==> config.mk <==
export PLATFORM = sky130hd
export DESIGN_NAME = ringRefSelect
export DESIGN_NICKNAME = d
export VERILOG_FILES = /design/src/rtl/ringRefPkg.sv /design/src/rtl/refDatapath.sv /design/src/rtl/refControl.sv /design/src/rtl/ringRefSelect.sv
export SDC_FILE = /design/constraint.sdc
export NUM_CORES = 1
export LEC_CHECK = 0
export BUFFER_PORTS_ARGS = -buffer_cell sky130_fd_sc_hd__buf_2
export CAP_MARGIN = 20
export CELL_PAD_IN_SITES_DETAIL_PLACEMENT = 1
export CELL_PAD_IN_SITES_GLOBAL_PLACEMENT = 1
export CORE_ASPECT_RATIO = 0.7
export CORE_MARGIN = 4
export CORE_UTILIZATION = 42
export CTS_CLUSTER_SIZE = 30
export DETAILED_ROUTE_END_ITERATION = 10
export PLACE_DENSITY = 0.78
export SYNTH_ARGS = -nofsm -noshare
export SYNTH_HDL_FRONTEND = slang
export SYNTH_SLANG_ARGS = --single-unit
export TNS_END_PERCENT = 30
==> constraint.sdc <==
create_clock -name clk -period 2.65 [get_ports clk]
set_input_delay 0.265 -clock clk [delete_from_list [all_inputs] [get_ports clk]]
set_output_delay 0.265 -clock clk [all_outputs]
set_load 0.005 [all_outputs]
==> src/rtl/ringRefPkg.sv <==
package ringRefPkg;
  typedef enum logic [1:0] {
    CODE_SQU = 2'd0,
    CODE_TLB = 2'd1,
    CODE_IC  = 2'd2,
    CODE_ST3 = 2'd3
  } syncCode_t;

  typedef enum logic [1:0] {
    MODE_HOLD = 2'd0,
    MODE_EXT  = 2'd1,
    MODE_EAST = 2'd2,
    MODE_WEST = 2'd3
  } timingMode_t;

  // source slots in the qualified-code array
  localparam int SRC_EAST = 0;
  localparam int SRC_WEST = 1;
  localparam int SRC_EXT  = 2;
  localparam int NUM_SRC  = 3;

  typedef struct packed {
    logic        load;
    timingMode_t mode;
  } ctlStrobe_t;
endpackage

==> src/rtl/refDatapath.sv <==
module refDatapath
  import ringRefPkg::*;
#(
  parameter int STABLE_N = 3
) (
  input  logic                     clk,
  input  logic                     rstN,
  input  logic                     msgStrobe,
  input  logic [NUM_SRC-1:0][1:0]  rawCode,
  input  logic                     stratum3,
  input  ctlStrobe_t               ctl,
  output logic [NUM_SRC-1:0][1:0]  qualCode,
  output timingMode_t              modeQ,
  output syncCode_t                eastTx,
  output syncCode_t                westTx
);
  localparam int CNT_W = $clog2(STABLE_N + 1);

  // per-source persistence filter
  for (genvar g = 0; g < NUM_SRC; g++) begin : gQual
    logic [1:0]       cand;
    logic [CNT_W-1:0] runCnt;

    always_ff @(posedge clk) begin
      if (!rstN) begin
        cand        <= CODE_IC;
        runCnt      <= '0;
        qualCode[g] <= CODE_IC;
      end else if (msgStrobe) begin
        if (rawCode[g] != cand) begin
          cand   <= rawCode[g];
          runCnt <= CNT_W'(1);
        end else if (runCnt < CNT_W'(STABLE_N)) begin
          runCnt <= runCnt + CNT_W'(1);
          if (runCnt == CNT_W'(STABLE_N - 1)) qualCode[g] <= rawCode[g];
        end
      end
    end

    AST_ACCEPT_ON_STROBE: assert property (@(posedge clk) disable iff (!rstN)
      !$stable(qualCode[g]) |-> $past(msgStrobe));
    AST_RUN_BOUND: assert property (@(posedge clk) disable iff (!rstN)
      runCnt <= CNT_W'(STABLE_N));
  end

  // mode and transmit code registers, loaded together
  always_ff @(posedge clk) begin
    if (!rstN) begin
      modeQ  <= MODE_HOLD;
      eastTx <= CODE_IC;
      westTx <= CODE_IC;
    end else if (ctl.load) begin
      modeQ <= ctl.mode;
      unique case (ctl.mode)
        MODE_EXT: begin
          eastTx <= CODE_SQU;
          westTx <= CODE_SQU;
        end
        MODE_EAST: begin
          eastTx <= CODE_TLB;
          westTx <= CODE_SQU;
        end
        MODE_WEST: begin
          eastTx <= CODE_SQU;
          westTx <= CODE_TLB;
        end
        default: begin
          eastTx <= stratum3 ? CODE_ST3 : CODE_IC;
          westTx <= stratum3 ? CODE_ST3 : CODE_IC;
        end
      endcase
    end
  end

  AST_TLB_ON_EAST: assert property (@(posedge clk) disable iff (!rstN)
    modeQ == MODE_EAST |-> (eastTx == CODE_TLB && westTx == CODE_SQU));
  AST_TLB_ON_WEST: assert property (@(posedge clk) disable iff (!rstN)
    modeQ == MODE_WEST |-> (westTx == CODE_TLB && eastTx == CODE_SQU));
  AST_HOLD_TX: assert property (@(posedge clk) disable iff (!rstN)
    modeQ == MODE_HOLD |-> (eastTx inside {CODE_IC, CODE_ST3} && eastTx == westTx));
endmodule

==> src/rtl/refControl.sv <==
module refControl
  import ringRefPkg::*;
(
  input  logic [NUM_SRC-1:0][1:0] qualCode,
  input  logic                    eastFail,
  input  logic                    westFail,
  input  logic                    extFail,
  input  logic                    extEnable,
  input  logic                    preferWest,
  input  logic                    msgEnable,
  input  logic                    autoEnable,
  input  timingMode_t             curMode,
  output ctlStrobe_t              ctl
);
  logic        eastOk, westOk, extOk, autoOn, curLost;
  timingMode_t target, nextMode;

  always_comb begin
    eastOk = !eastFail && qualCode[SRC_EAST] == CODE_SQU;
    westOk = !westFail && qualCode[SRC_WEST] == CODE_SQU;
    extOk  = extEnable && !extFail && qualCode[SRC_EXT] == CODE_SQU;
    autoOn = msgEnable && autoEnable;

    if (extOk)                 target = MODE_EXT;
    else if (eastOk && westOk) target = preferWest ? MODE_WEST : MODE_EAST;
    else if (eastOk)           target = MODE_EAST;
    else if (westOk)           target = MODE_WEST;
    else                       target = MODE_HOLD;

    curLost = (curMode == MODE_EXT  && (extFail || !extEnable)) ||
              (curMode == MODE_EAST && eastFail) ||
              (curMode == MODE_WEST && westFail);

    if (autoOn)       nextMode = target;
    else if (curLost) nextMode = MODE_HOLD;
    else              nextMode = curMode;

    ctl.mode = nextMode;
    ctl.load = (nextMode != curMode) || (nextMode == MODE_HOLD);
  end
endmodule

==> src/rtl/ringRefSelect.sv <==
module ringRefSelect
  import ringRefPkg::*;
#(
  parameter int STABLE_N = 3
) (
  input  logic       clk,
  input  logic       rstN,
  input  logic       msgStrobe,
  input  logic [1:0] eastCode,
  input  logic       eastFail,
  input  logic [1:0] westCode,
  input  logic       westFail,
  input  logic [1:0] extCode,
  input  logic       extFail,
  input  logic       extEnable,
  input  logic       preferWest,
  input  logic       stratum3,
  input  logic       msgEnable,
  input  logic       autoEnable,
  output logic [1:0] timingMode,
  output logic [1:0] eastTxCode,
  output logic [1:0] westTxCode
);
  logic [NUM_SRC-1:0][1:0] rawCode, qualCode;
  ctlStrobe_t              ctl;
  timingMode_t             modeQ;
  syncCode_t               eastTx, westTx;

  assign rawCode[SRC_EAST] = eastCode;
  assign rawCode[SRC_WEST] = westCode;
  assign rawCode[SRC_EXT]  = extCode;

  refDatapath #(.STABLE_N(STABLE_N)) uData (
    .clk(clk), .rstN(rstN), .msgStrobe(msgStrobe), .rawCode(rawCode),
    .stratum3(stratum3), .ctl(ctl), .qualCode(qualCode),
    .modeQ(modeQ), .eastTx(eastTx), .westTx(westTx)
  );

  refControl uCtrl (
    .qualCode(qualCode), .eastFail(eastFail), .westFail(westFail),
    .extFail(extFail), .extEnable(extEnable), .preferWest(preferWest),
    .msgEnable(msgEnable), .autoEnable(autoEnable), .curMode(modeQ), .ctl(ctl)
  );

  assign timingMode = modeQ;
  assign eastTxCode = eastTx;
  assign westTxCode = westTx;

  AST_NO_TLB_EAST_ENTRY: assert property (@(posedge clk) disable iff (!rstN)
    (modeQ == MODE_EAST && $past(modeQ) != MODE_EAST) |-> $past(qualCode[SRC_EAST]) == CODE_SQU);
  AST_NO_TLB_WEST_ENTRY: assert property (@(posedge clk) disable iff (!rstN)
    (modeQ == MODE_WEST && $past(modeQ) != MODE_WEST) |-> $past(qualCode[SRC_WEST]) == CODE_SQU);
  AST_EAST_FAIL_LEAVE: assert property (@(posedge clk) disable iff (!rstN)
    eastFail |=> modeQ != MODE_EAST);
  AST_WEST_FAIL_LEAVE: assert property (@(posedge clk) disable iff (!rstN)
    westFail |=> modeQ != MODE_WEST);
endmodule

==> results.md <==
- Average size of a mapped cell: 8.656 µm²
- Worst skew pair latency: 0.27 ns
- Die area: 0.003680 mm²
- Max cap viols: 0
- Core box area: 0.002552 mm²
- R2r setup slk: 0.83 ns
- Area leader, netlist: dfxtp_1
- Worst setup SP type: flip-flop
- VDD IR-drop max: 0.2797 mV
- Fin Setup TNS: 0 ns
- Final Hold Viols: 0
- Pwr/cell area: 507.0 mW/mm²
- Drt total wl: 2738 µm
- Syn Std Cell Area: 0.001160 mm²
- Tcrit/Tclk final: 0.6884
- Hold Slack: 0.2670 ns
- Largest net degree at the start of global routing: 15
- Num CTS Buffers: 3
- Worst hold stages: 3
- Worst EP required: 2.81 ns
- Outcome: completed
- Post-layout net count: 180
- Critical Path AT: 1.99 ns
- Cts hold-fix bufs: 0
- CP Class: flip-flop to flip-flop
- Sequential element share of the synthesized area: 0.3970
- RR Endpoint: uData.westTx[1]$_SDFFE_PN1P_
- Hold Path Sink: uData.gQual[1].cand[1]$_SDFFE_PN1P_
- Net count after synthesis: 157
- GRT Overall Usage: 0.1615
- Synthesis-to-finish area growth: 15.43%
- Setup WS post-layout: 0.8258 ns
- Die W: 70.81 µm
- Final Max Tran Viols: 0
- Clock Tree Buf Depth: 2
- Fraction of registers with async set/reset: 0
- Setup violations, final: 0
- Final std cells w/o fill: 190
- Starting Density: 0.4544
- GP Congestion: 0.7761
- CTS tree: built
- Grt ovf: 0
- Worst Skew: 0.001459 ns
- Slew @ Worst Pin: 0.6566 ns
- Top cells by area, synth: dfxtp_1 40%, mux2i_1 10%, nand2_1 7.4%
- Antenna Cells: 0
- DRC Markers: 0
- Post-route ant nets: 0
- Port-buffer cells: 22
- HP Class: primary input to flip-flop
- Via density: 5.205
- Yosys top cell area share: 0.3970
- Number of DRC markers in iteration 0: 26
- Critical path's slowest cell: or4b_4
- Total Power: 678.7 µW
- CP max stage delay: 0.54 ns
- Syn Inst Count: 134
- Dpl hpwl: 2215 µm
- Synthesized flop and latch total: 23
- Placed cell count: 186
- Reg2reg path depth: 6
- CTS Sinks: 23
- RSZ-0062 raised after global routing: no
- Synth unique cells: 30
- Fmax: 548.2 MHz
- Synth cell count leaders: 23 x dfxtp_1, 23 x nand2_1, 18 x nor2_1, 12 x mux2i_1, 9 x a21oi_1
- CP startpoint: uData.qualCode[5]$_SDFFE_PN1P_
- Clock Pin Slew Worst Setup and Hold Paths: 0.08 ns
- IO Count: 23
- Max_slew headroom: 0.5561
- Initial antenna violation count: 0
- Worst-path cell chain: or4b_4 -> o2111ai_1 -> nand2_1 -> o211ai_2 -> o21ai_2 -> a221o_1
- Layout cell share with drive strength beyond 1: 0.1923
- Worst Hold Launch: westCode[1]
- Postcts setup bufs: 0
- Vias in the first global route: 1,025
- R2r startpoint: uData.qualCode[5]$_SDFFE_PN1P_
- CP Max Fanout: 3
- Die Height: 51.97 µm
- Lkg Pwr: 0.0006178 µW
- Synth warn: 0
- First-pass detailed-route iteration total: 4
- Final worst path period need: 1.824 ns
- H-Tree Depth: 1
- Worst slack at placement: 0.8237 ns
- Post-synth EDFFs: 0
- Vias: 989
- Routed wire per std cell: 14.41 µm
- Post-CTS sizing: 0
- Site row count: 15
- CP endpoint kind: flip-flop
- First-pass GRT wire length: 4692 µm
- Top FF cell, synth: dfxtp_1
- Root buffer cell: clkbuf_8
==> per-stage QoR <==
step,util,area [µm²]
global route,0.5245,1339
global placement,0.5064,1292
floorplan,-,1160
CTS,0.5245,1339
finish,0.5245,1339
detailed placement,0.5064,1292
==> layout by cell type (no fill, tap or decap) <==
cell | netlist | routed
nand2_1 | 23 | 23
dfxtp_1 | 23 | 23
buf_2 | 1 | 22
nor2_1 | 18 | 18
mux2i_1 | 12 | 12
a21oi_1 | 9 | 9
xor2_1 | 6 | 6
ha_1 | 6 | 6
inv_1 | 4 | 4
nor4b_1 | 3 | 3
o21ai_0 | 3 | 3
nor2b_1 | 3 | 3
nand2b_1 | 3 | 3
clkbuf_8 | 0 | 3
o21ai_1 | 2 | 2
nor3_1 | 2 | 2
nor4_1 | 1 | 1
or4b_4 | 1 | 1
o41ai_2 | 1 | 1
o221ai_1 | 1 | 1
o2111ai_1 | 1 | 1
nand3_1 | 1 | 1
and2_1 | 1 | 1
and3_1 | 1 | 1
xnor2_1 | 1 | 1
o211ai_2 | 1 | 1
o21ai_2 | 1 | 1
o211ai_1 | 1 | 1
a221o_1 | 1 | 1
clkinv_2 | 0 | 1
==> state kept, by name (all words and copies together), names as in the netlist <==
| register | flops |
|---|---|
| uData.modeQ | 2 |
| uData.westTx | 2 |
| uData.qualCode | 6 |
| uData.gQual.cand | 6 |
| uData.gQual.runCnt | 6 |
| uData.eastTx | 1 |
==> final cells by class <==
type	instances	area [µm²]
fillers	328	1214
inverters	4	15.01
flip-flops and latches	23	460.4
multi-input cells	103	664.4
well taps	34	42.54
clock buffers	3	41.29
clock inverters	1	5.005
repair buffers	22	110.1
==> critical path: cells and delay by family (launching register included) <==
kind | cells | cell delay (ns)
AO/OA/AOI/OAI | 4 | 0.70
AND/OR/NAND/NOR | 2 | 0.69
flip-flops | 1 | 0.32
==> logic make-up (layout without fill, tap and decap cells) <==
kind of cell             Yosys count  in the layout  share of synthesized area
AND/OR/NAND/NOR                   57             57                     0.2287
flip-flops                        23             23                     0.3970
AO/OA/AOI/OAI                     21             21                     0.1230
multiplexers                      12             12                     0.1036
buffers and inverters              8             30                    0.03020
XOR/XNOR                           7              7                    0.05286
adder cells (fa/ha/maj)            6              6                    0.06472
==> worst max path at each step <==
stage	end	slack, ns	cells past startpoint
2_1_floorplan	uData.westTx[1]$_SDFFE_PN1P_	0.99	6
3_3_place_gp	uData.westTx[1]$_SDFFE_PN1P_	0.92	7
3_5_place_dp	uData.westTx[1]$_SDFFE_PN1P_	0.82	7
4_1_cts	uData.westTx[1]$_SDFFE_PN1P_	0.84	6
5_1_grt	uData.qualCode[0]$_SDFFE_PN0P_	0.71	5
6_report	uData.westTx[1]$_SDFFE_PN1P_	0.83	6
==> power breakdown <==
| group | internal (µW) | switching, µW | total, µW |
|---|---|---|---|
| Combinational | 36.3 | 50.0 | 86.3 |
| Clock | 105 | 117 | 222 |
| Sequential | 360 | 10.4 | 370 |
| Total | 501 | 178 | 679 |
==> layer usage <==
layer	routed length (µm)	global-route usage	share of wire	up-vias
met5	0	0	0	-
met4	21	0.02813	0.0077	0
met3	119	0.04633	0.043	5
met2	1301	0.2892	0.48	18
met1	1296	0.1958	0.47	467
li1	-	-	-	499
(Power assumes the default switching activity.)
